--- src/rtl/lol_pkg.sv ---
// Package: types shared by the loss-of-lock detector modules.
// Assumes: nothing beyond a SystemVerilog-2017 tool.
package lol_pkg;

    // Outcome of comparing one window's recovered total against the band.
    typedef enum logic [1:0] {
        VERDICT_LOCK = 2'd0,
        VERDICT_SLOW = 2'd1,
        VERDICT_FAST = 2'd2
    } verdict_e;

endpackage

--- src/rtl/lol_gate_timer.sv ---
// Module: lol_gate_timer
// Counts reference pulses and flags the cycle that closes a window of
// 2^WIN_LOG2 pulses. Assumes ref_tick is a single-cycle enable.
module lol_gate_timer #(
    parameter int WIN_LOG2 = 13
) (
    input  logic clk,
    input  logic rst_n,
    input  logic ref_tick,
    output logic win_end
);

    logic [WIN_LOG2-1:0] ref_cnt;

    // The window closes on the pulse that completes the count.
    assign win_end = ref_tick && (&ref_cnt);

    // Advance the reference count; it wraps to zero when a window closes.
    always_ff @(posedge clk) begin
        if (!rst_n) begin
            ref_cnt <= '0;
        end else if (ref_tick) begin
            ref_cnt <= ref_cnt + 1'b1;
        end
    end

endmodule

--- src/rtl/lol_tick_counter.sv ---
// Module: lol_tick_counter
// Saturating pulse counter with synchronous clear. cnt_next shows the count
// including the pulse of this cycle. Assumes clear takes priority over tick.
module lol_tick_counter #(
    parameter int CNT_W = 15
) (
    input  logic             clk,
    input  logic             rst_n,
    input  logic             tick,
    input  logic             clear,
    output logic [CNT_W-1:0] cnt_q,
    output logic [CNT_W-1:0] cnt_next
);

    localparam logic [CNT_W-1:0] CNT_MAX = {CNT_W{1'b1}};

    // Add the current pulse unless the counter is already full.
    always_comb begin
        cnt_next = cnt_q;
        if (tick && (cnt_q != CNT_MAX)) begin
            cnt_next = cnt_q + 1'b1;
        end
    end

    // Hold the running total and clear it at the close of each window.
    always_ff @(posedge clk) begin
        if (!rst_n) begin
            cnt_q <= '0;
        end else if (clear) begin
            cnt_q <= '0;
        end else begin
            cnt_q <= cnt_next;
        end
    end

endmodule

--- src/rtl/lol_bound_check.sv ---
// Module: lol_bound_check
// Classifies a recovered total against the closed band [LO, HI].
// Purely combinational. Assumes LO <= HI and that both fit in CNT_W bits.
module lol_bound_check
    import lol_pkg::*;
#(
    parameter int CNT_W = 15,
    parameter int LO    = 8184,
    parameter int HI    = 8200
) (
    input  logic [CNT_W-1:0] total,
    output verdict_e         verdict
);

    localparam logic [CNT_W-1:0] LO_V = CNT_W'(LO);
    localparam logic [CNT_W-1:0] HI_V = CNT_W'(HI);

    // Pick the verdict from the two bound comparisons.
    always_comb begin
        if (total < LO_V) begin
            verdict = VERDICT_SLOW;
        end else if (total > HI_V) begin
            verdict = VERDICT_FAST;
        end else begin
            verdict = VERDICT_LOCK;
        end
    end

endmodule

--- src/rtl/lol_detector.sv ---
// Module: lol_detector (top)
// Frequency loss-of-lock detector. It counts recovered pulses over a window
// of 2^WIN_LOG2 reference pulses and raises lol_alarm when the total is
// outside 2^WIN_LOG2 +/- TOL. Assumes both pulse inputs are synchronous to
// clk, at most one per cycle each, and TOL < 2^WIN_LOG2.
module lol_detector
    import lol_pkg::*;
#(
    parameter int WIN_LOG2 = 13,
    parameter int TOL      = 8
) (
    input  logic clk,
    input  logic rst_n,
    input  logic ref_tick,
    input  logic rec_tick,
    output logic lol_alarm
);

    localparam int CNT_W = WIN_LOG2 + 2;
    localparam int NOM   = 1 << WIN_LOG2;
    localparam int LO    = NOM - TOL;
    localparam int HI    = NOM + TOL;

    logic             win_end;
    logic [CNT_W-1:0] rec_cnt;
    logic [CNT_W-1:0] rec_total;
    verdict_e         verdict;

    lol_gate_timer #(.WIN_LOG2(WIN_LOG2)) u_timer (
        .clk      (clk),
        .rst_n    (rst_n),
        .ref_tick (ref_tick),
        .win_end  (win_end)
    );

    lol_tick_counter #(.CNT_W(CNT_W)) u_rec_cnt (
        .clk      (clk),
        .rst_n    (rst_n),
        .tick     (rec_tick),
        .clear    (win_end),
        .cnt_q    (rec_cnt),
        .cnt_next (rec_total)
    );

    lol_bound_check #(.CNT_W(CNT_W), .LO(LO), .HI(HI)) u_bounds (
        .total   (rec_total),
        .verdict (verdict)
    );

    // Hold the alarm; set it in reset and update it only when a window closes.
    always_ff @(posedge clk) begin
        if (!rst_n) begin
            lol_alarm <= 1'b1;
        end else if (win_end) begin
            lol_alarm <= (verdict != VERDICT_LOCK);
        end
    end

endmodule

--- config.mk ---
export PLATFORM = sky130hd
export DESIGN_NAME = lol_detector
export DESIGN_NICKNAME = d
export VERILOG_FILES = /design/src/rtl/lol_pkg.sv /design/src/rtl/lol_gate_timer.sv /design/src/rtl/lol_tick_counter.sv /design/src/rtl/lol_bound_check.sv /design/src/rtl/lol_detector.sv
export SDC_FILE = /design/constraint.sdc
export NUM_CORES = 1
export LEC_CHECK = 0
export BUFFER_PORTS_ARGS = -buffer_cell sky130_fd_sc_hd__buf_2
export CELL_PAD_IN_SITES_DETAIL_PLACEMENT = 1
export CELL_PAD_IN_SITES_GLOBAL_PLACEMENT = 1
export CORE_MARGIN = 2
export CORE_UTILIZATION = 35
export CTS_CLUSTER_DIAMETER = 40
export CTS_CLUSTER_SIZE = 12
export DETAILED_ROUTE_END_ITERATION = 10
export PLACE_DENSITY = 0.7
export SLEW_MARGIN = 15
export SYNTH_ARGS = -nofsm -noshare
export SYNTH_HDL_FRONTEND = slang
export SYNTH_SLANG_ARGS = --single-unit
--- constraint.sdc ---
create_clock -name clk -period 2.9 [get_ports clk]
set_clock_uncertainty 0.05 [all_clocks]
set_input_delay 0.435 -clock clk [delete_from_list [all_inputs] [get_ports clk]]
set_output_delay 0.435 -clock clk [all_outputs]
set_load 0.005 [all_outputs]
## Yosys cells after proc, flatten, opt, wreduce, memory -nomap -nowiden

Index checks and enable logic that the tools add are counted.

- $add $sub $neg: 2
- Magnitude comparators: 2
- Eq/ne operators: 1
- Multiplexer cells: 3
- Bitwise gates (word level): 1
- Reductions and logical operators: 5

Operators by type and width:

| cell | number |
|---|---|
| $add A15 B1 Y15 const B | 1 |
| $gt A15 B14 Y1 const B | 1 |
| $lt A15 B13 Y1 const B | 1 |
| $mux W15 | 1 |
| $ne A15 B15 Y1 const B | 1 |
| $add A13 B1 Y13 const B | 1 |
| $reduce_and A13 Y1 | 1 |
| $mux W2 | 2 |
| $logic_and A1 B1 Y1 | 2 |
| $reduce_bool A2 Y1 | 1 |
| $reduce_or A2 Y1 | 1 |
| $not A1 Y1 | 1 |

- Flip-flop bits (word level): 29
- Input port bits: 4
- Output and inout bits: 1
- Word-level logic and storage cells: 17

## Longest topological paths before layout

Gate-level depths: netlist of the first run.

- Depth after elaboration: 7
- Depth in mapped cells: 9
- Mapped depth without buffers: 8

## By module

A second synthesis of the first run with hierarchy kept.

- Cell total of the unflattened synthesis: 190
- Area, all modules: 1644.1 um2

By module, submodules not included:

| module | instances | cells an instance | area each (um2) | sequential area each (um2) |
|---|---|---|---|---|
| lol_tick_counter | 1 | 109 | 940.9 | 300.3 |
| lol_gate_timer | 1 | 66 | 593.1 | 260.2 |
| lol_bound_check | 1 | 11 | 68.8 | 0.0 |
| lol_detector | 1 | 4 | 41.3 | 20.0 |

## Least setup slack after synthesis of the first run

OpenSTA, ideal clock, no wires.

- Path type: register -> register
- From: register u_rec_cnt.cnt_q[1]
- To: register lol_alarm
- Arrival: 1954 ps
- Required time: 2721 ps
- Setup slack: 768 ps
- Cell stages (with the launch flop): 9
- Path buffers: 0
- Period minus slack after synthesis: 2132 ps
- Cell sequence: dfxtp_1 > ha_1 > and4_4 > and2_4 > nand3_1 > mux2_1 > nand3b_1 > a2111oi_1 > a21oi_1

- Cells in the longest elaborated chain, start to end: 7
- Elaborated cells on any way between the ends: 9

RTL lines:

| element | RTL line | source |
|---|---|---|
| start: declaration | lol_tick_counter.sv:11 | `output logic [CNT_W-1:0] cnt_q,` |
| start signal: assignment | lol_tick_counter.sv:32 | `cnt_q <= cnt_next;` |
| parallel branches: the longest is 2 deep, another holds $add A15 B1 Y15 | -- |  |
| $mux W15 (*) | lol_tick_counter.sv:20 | `if (tick && (cnt_q != CNT_MAX)) begin` |
| $gt A15 B14 Y1 | lol_bound_check.sv:22 | `end else if (total > HI_V) begin` |
| $mux W2 | lol_bound_check.sv:22 |  |
| $mux W2 (*) | lol_bound_check.sv:20 | `if (total < LO_V) begin` |
| $reduce_bool A2 Y1 (*) | lol_detector.sv:55 | `lol_alarm <= (verdict != VERDICT_LOCK);` |
| end signal: assignment | lol_detector.sv:55 |  |
| end: declaration | lol_detector.sv:16 | `output logic lol_alarm` |

Every way passes the cells marked *.
A chain may end at the register's enable or synchronous reset.

## Worst setup path after layout of the first run

Ends and elaborated chain as after synthesis.

==> results of run 1 <==
layer usage:
metal / track usage (%) / vias up / wire, µm
li1: - / 673 / -
met1: 19.0 / 637 / 1680
met2: 26.5 / 11 / 1780
met3: 3.06 / 4 / 68
met4: 6.29 / 0 / 34
met5: 0 / - / 0
through the flow:
step	instances	instance area [µm²]	util [%]	total power, mW	hold WS, ps
2_1_floorplan	189	1620	-	0.442	427
6_report	247	1750	39.5	0.759	470
3_5_place_dp	239	1660	37.7	0.454	473
5_1_grt	247	1750	39.5	0.796	498
3_3_place_gp	239	1660	37.7	0.450	441
4_1_cts	247	1750	39.5	0.773	461
synth_stat cells, types with 2 or more instances:
cell / number
dfxtp_1: 29
nor2_1: 23
nand2_1: 18
xnor2_1: 13
and2_1: 11
nand4_1: 8
nand3_1: 6
xor2_1: 6
inv_1: 5
o21ai_0: 5
nor2b_1: 4
nor3_1: 4
a31oi_1: 3
and3_1: 3
buf_6: 3
clkbuf_1: 3
mux2i_1: 3
or3_1: 3
a21boi_0: 2
a21oi_1: 2
and4_4: 2
and4b_1: 2
ha_1: 2
nand2b_1: 2
nand3b_1: 2
nand4_2: 2
nor4_1: 2
o21ai_1: 2
o31ai_1: 2
final cells by class:
type	count	area (µm²)	area share [%]
Clock buffer	6	72.6	4.16
Clock inverter	2	10.0	0.573
Inverter	5	18.8	1.08
Multi-Input combinational cell	148	971	55.6
Sequential cell	29	581	33.3
Tap cell	52	65.1	3.73
Timing Repair Buffer	5	27.5	1.58
worst max path at each step:
stage	start	end	slack, ps	depth (start not counted)
2_1_floorplan	u_rec_cnt.cnt_q[1]	lol_alarm	770	8
3_3_place_gp	u_rec_cnt.cnt_q[1]	lol_alarm	650	7
3_5_place_dp	u_rec_cnt.cnt_q[1]	lol_alarm	510	8
4_1_cts	u_rec_cnt.cnt_q[1]	lol_alarm	510	7
5_1_grt	u_rec_cnt.cnt_q[1]	lol_alarm	310	8
6_report	u_rec_cnt.cnt_q[1]	lol_alarm	500	8
where the power goes:
part / switching (mW) / internal, mW / leakage (nW)
clock: 0.148 / 0.166 / 0.0450
sequential: 0.00734 / 0.404 / 0.234
combinational: 0.0184 / 0.0146 / 0.361
worst min-delay path: cells and delay by family:
| family | cells | cell delay [ps] |
|---|---|---|
| buffers and inverters | 1 | 140 |
| muxes | 1 | 80 |
| and+or+nand+nor | 1 | 100 |
placed cells by master (no fill, tap or decap), types with 4 or more instances in the layout:
cell / instances
nor2b_1: 4
nand4_1: 8
dfxtp_1: 29
inv_1: 5
nand3_1: 6
xnor2_1: 13
nor2_1: 23
and2_1: 11
o21ai_0: 5
clkbuf_8: 5
nor3_1: 4
xor2_1: 6
nand2_1: 18
buf_2: 4
registers in the layout (all words and copies together), names as in the netlist:
name and flops:
u_rec_cnt.cnt_q 15, u_timer.ref_cnt 13, lol_alarm 1
cell families (layout without fill, tap and decap cells):
| group | count (synthesis) | in the layout |
|---|---|---|
| muxes | 4 | 4 |
| adders and majority gates | 2 | 2 |
| AOI/OAI and AO/OA | 23 | 23 |
| xor gates and xnor gates | 19 | 19 |
| buffers and inverters | 12 | 18 |
| DFF | 29 | 29 |
| and+or+nand+nor | 100 | 100 |
==> reports/results.tsv, run 1 <==
metric	value	unit
Top FF cell, synth	dfxtp_1	
min-delay src	ref_tick	
Slew Viols, Final	0	
Final HPWL DP	2740	µm
Buf/Inv on CP	0	
f_max	417	MHz
Tmin final	2400	ps
Adder-Cell Fraction of Synth Area	1.54	%
deepest clock path buffer count	2	
die height	72.1	µm
I/O Buffers	4	
Setup Fix Bufs, Post-CTS	0	
R2R cell count	8	
Area growth syn-to-layout	7.56	%
Required @ worst endpoint	3000	ps
Starting Density	36.8	%
Arrival @ worst endpoint	2500	ps
# Max-Cap Violations	0	
reg2reg setup slack	500	ps
synthesized flop and latch total	29	
final net count	200	
fillcell total	540	
Final Hold Viols	0	
largest family of logic cells by synthesized area	simple AND/OR/NAND/NOR gates	
Critical Path Max Stage Delay	410	ps
endpoints failing setup	0	
# resized after CTS	0	
DR vias	1325	
Post-Route WL	3570	µm
share of cells above drive strength 1	12.3	%
EDFF count, synth	0	
Hold EP	u_timer.ref_cnt[1]	
vias in the first global route	1363	
Worst-Skew Late Latency	270	ps
top cell type's share of synthesized area	35.8	%
worst hold stages	3	
first-pass GRT wire length	6350	µm
WL/cell	14.4	µm
fin worst setup slack	504	ps
die area	5200	µm²
Worst-path clk slew	60	ps
CTS tree	built	
mux contribution to synthesized area	2.54	%
LEAKAGE	0.640	nW
crit path capture type	flop	
initial antenna violation count	0	
HP Class	in2reg	
fraction of registers with async set/reset	0	%
IO Pins	5	
drt first-iter violations	50	
setup TNS	0	ps
Critical R2R Capture	lol_alarm	
Synth warnings	0	
via/cell ratio	5.36	
CP max-delay cell	dfxtp_1	
post-route ant nets	0	
mean post-synth cell area	8.59	µm²
maximum VDD drop	0.217	mV
die width	72.1	µm
critical path type	reg2reg	
# DRC	0	
RSZ-0062 raised after global routing	false	
Mapped Area	1620	µm²
peak fanout along the critical path	6	
register area share after synthesis	35.8	%
pre-CTS setup slack	508	ps
critical path cell sequence	ha_1, and4_4, and2_4, nand3_1, mux2_1, nand3b_1, a2111oi_1, a21oi_1	
period utilization	82.6	%
core area	4410	µm²
Syn Inst Count	189	
Power Density	435	nW/µm²
outcome	complete, no violations	
Inserted Clock Buffers	5	
Netlist cell types	46	
# clock sinks	29	
largest area contributor in the netlist	dfxtp_1	
Worst Setup Start Kind	flop	
Site Rows	24	
Max-Slew Margin vs Limit	65.4	%
Slew @ Worst Pin	518	ps
Root Driver	clkbuf_8	
CP top delay family	simple AND/OR/NAND/NOR gates	
GRT Residual Overflow	0	
RePlAce Congestion	0.928	
largest net degree at the start of global routing	16	
Post-Synth Simple-Gate Area	35.6	%
cts hold-fix bufs	0	
Synth Area in Compound Gates	9.87	%
reg2reg start	u_rec_cnt.cnt_q[1]	
xor/xnor share of the synthesized area	10.3	%
TritonRoute pass-1 iters	4	
htree depth	2	
GRT Overall Usage	15.5	%
Mapped Nets	195	
Inserted Diodes	0	
Area contributors post-synth	dfxtp_1 36%, xnor2_1 7.0%, nor2_1 5.3%	
(Power assumes the default switching activity.)
==> run 2, diff against run 1 <==
--- a/config.mk
+++ b/config.mk
@@ -13,7 +13,7 @@
 export CTS_CLUSTER_DIAMETER = 40
 export CTS_CLUSTER_SIZE = 12
 export DETAILED_ROUTE_END_ITERATION = 10
-export PLACE_DENSITY = 0.7
+export PLACE_DENSITY = 0.73
 export SLEW_MARGIN = 15
 export SYNTH_ARGS = -nofsm -noshare
 export SYNTH_HDL_FRONTEND = slang
==> constraint.sdc (replaced) <==
create_clock -name clk -period 2.16 [get_ports clk]
set_clock_uncertainty 0.05 [all_clocks]
set_input_delay 0.324 -clock clk [delete_from_list [all_inputs] [get_ports clk]]
set_output_delay 0.324 -clock clk [all_outputs]
set_load 0.005 [all_outputs]
==> run 2 against run 1 <==
Against the previous run: non-clock buffer count up 24; sequential power grew 33%; power rose by 35%; worst setup slack lost 430 ps; sequential cell count stayed put; final cell count increased by 9.7%; combinational power rose by 77%; register-to-register slack worse by 430 ps.
==> reports/results.tsv, run 2 (synthesis results as in run 1) <==
metric	value	unit
outcome	complete, no violations	
die height	72.1	µm
Comb pwr share	5.7	%
peak fanout along the critical path	4	
critical path cell sequence	ha_2, and4_4, and2_4, a31oi_1, nand4_1, or4_1, o21ai_1, a21oi_1	
vias in the first global route	1415	
first-pass GRT wire length	6640	µm
Final Cell Area	1990	µm²
HP Class	in2reg	
post-route ant nets	0	
Site Rows	24	
via/cell ratio	5.26	
die width	72.1	µm
Required @ worst endpoint	2270	ps
Power Density	515	nW/µm²
Inserted Clock Buffers	5	
sequential power share	53.5	%
Starting Density	36.8	%
WL/cell	14.9	µm
maximum VDD drop	0.297	mV
largest reg by FF count	u_rec_cnt.cnt_q	
core area	4410	µm²
Post-Route WL	4030	µm
Root Driver	clkbuf_8	
sw frac	22.7	%
Max-Slew Margin vs Limit	75.9	%
Worst Setup Start Kind	flop	
IO Pins	5	
most common cell after layout, fill and taps aside	dfxtp_1	
setup TNS	0	ps
# DRC	0	
clock group share of total power	40.9	%
f_max	479	MHz
I/O Buffers	4	
GRT Residual Overflow	0	
drt first-iter violations	53	
htree depth	2	
Power Total	1.03	mW
fillcell total	519	
Slew @ Worst Pin	358	ps
Area growth syn-to-layout	22.9	%
Inserted Diodes	0	
Final HPWL DP	2930	µm
Tmin final	2090	ps
# Max-Cap Violations	0	
die area	5200	µm²
switching power total	0.234	mW
biggest regs	u_rec_cnt.cnt_q: 15 flops, u_timer.ref_cnt: 13 flops, lol_alarm: 1 flops	
commonest cells after routing, fill and taps aside	27 x dfxtp_1, 25 x buf_4, 22 x nor2_1	
Worst-path clk slew	60	ps
LEAKAGE	0.788	nW
Final Util	45.2	%
initial antenna violation count	0	
critical path type	reg2reg	
share of cells above drive strength 1	26.5	%
deepest clock path buffer count	2	
max reg flops	15	
Final Hold Viols	0	
CTS tree	built	
RePlAce Congestion	0.838	
Pint	0.794	mW
Slew Viols, Final	0	
period utilization	96.6	%
CP top delay family	simple AND/OR/NAND/NOR gates	
endpoints failing setup	0	
final net count	224	
GRT Overall Usage	16.6	%
TritonRoute pass-1 iters	4	
Critical Path Max Stage Delay	450	ps
Arrival @ worst endpoint	2200	ps
Buf/Inv on CP	0	
# clock sinks	29	
CP max-delay cell	or4_1	
largest net degree at the start of global routing	16	
Worst-Skew Late Latency	280	ps
Post-DP Area	1830	µm²
crit path capture type	flop	
DR vias	1426	
==> run 2: cell count changes in the layout (fill, tap and decap cells not counted), sizes merged <==
cell	before	now
buf	5	29
==> run 2: final timing paths <==
check,from,end,slack [ps],cells after the start
setup / recovery,u_rec_cnt.cnt_q[1],lol_alarm,70,8
setup reg to reg,u_rec_cnt.cnt_q[1],lol_alarm,70,8
hold reg to reg,u_timer.ref_cnt[6],u_timer.ref_cnt[6],470,2
hold / removal,rst_n,u_timer.ref_cnt[6],360,2
==> run 2: final cells by class <==
type / count / area (µm²) / area share, %
multi-input cells: 148 / 1040 / 52.0
flip-flops and latches: 29 / 583 / 29.2
repair buffers: 29 / 208 / 10.4
clock buffers: 6 / 72.6 / 3.64
well taps: 52 / 65.1 / 3.26
inverters: 5 / 18.8 / 0.941
clock inverters: 2 / 10.0 / 0.502
==> run 2: what timing repair did <==
| action | in CTS | in global routing |
|---|---|---|
| hold buffers | 0 | 0 |
| cloned | 0 | 0 |
| buffers inserted | 0 | 2 |
| resized for setup | 2 | 13 |
| endpoints found under the hold margin | 0 | 0 |
| pin swaps | 0 | 5 |
| endpoints found under the setup margin | 1 | 1 |
==> run 2: per-stage QoR <==
step	cells	worst slack, ps	hold WS, ps
2_1_floorplan	189	27.7	402
3_3_place_gp	261	54.1	448
3_5_place_dp	261	-11.5	459
4_1_cts	269	10.6	363
5_1_grt	271	-23.7	381
6_report	271	72.7	359
==> run 2: power by group through the flow <==
stage          Clock, mW  Sequential, mW  Combinational (mW)
2_1_floorplan          0           0.562              0.0323
3_3_place_gp           0           0.560              0.0551
3_5_place_dp           0           0.561              0.0569
4_1_cts            0.436           0.549              0.0578
5_1_grt            0.463           0.550              0.0647
6_report           0.420           0.549              0.0581
==> run 2: metal layers <==
metal / global-route usage [%] / wire (µm) / part of all wire [%] / vias up
li1: - / - / - / 721
met1: 21.6 / 1910 / 47 / 685
met2: 26.0 / 1940 / 48 / 11
met3: 4.31 / 85 / 2.1 / 9
met4: 6.92 / 99 / 2.5 / 0
met5: 0 / 0 / 0 / -
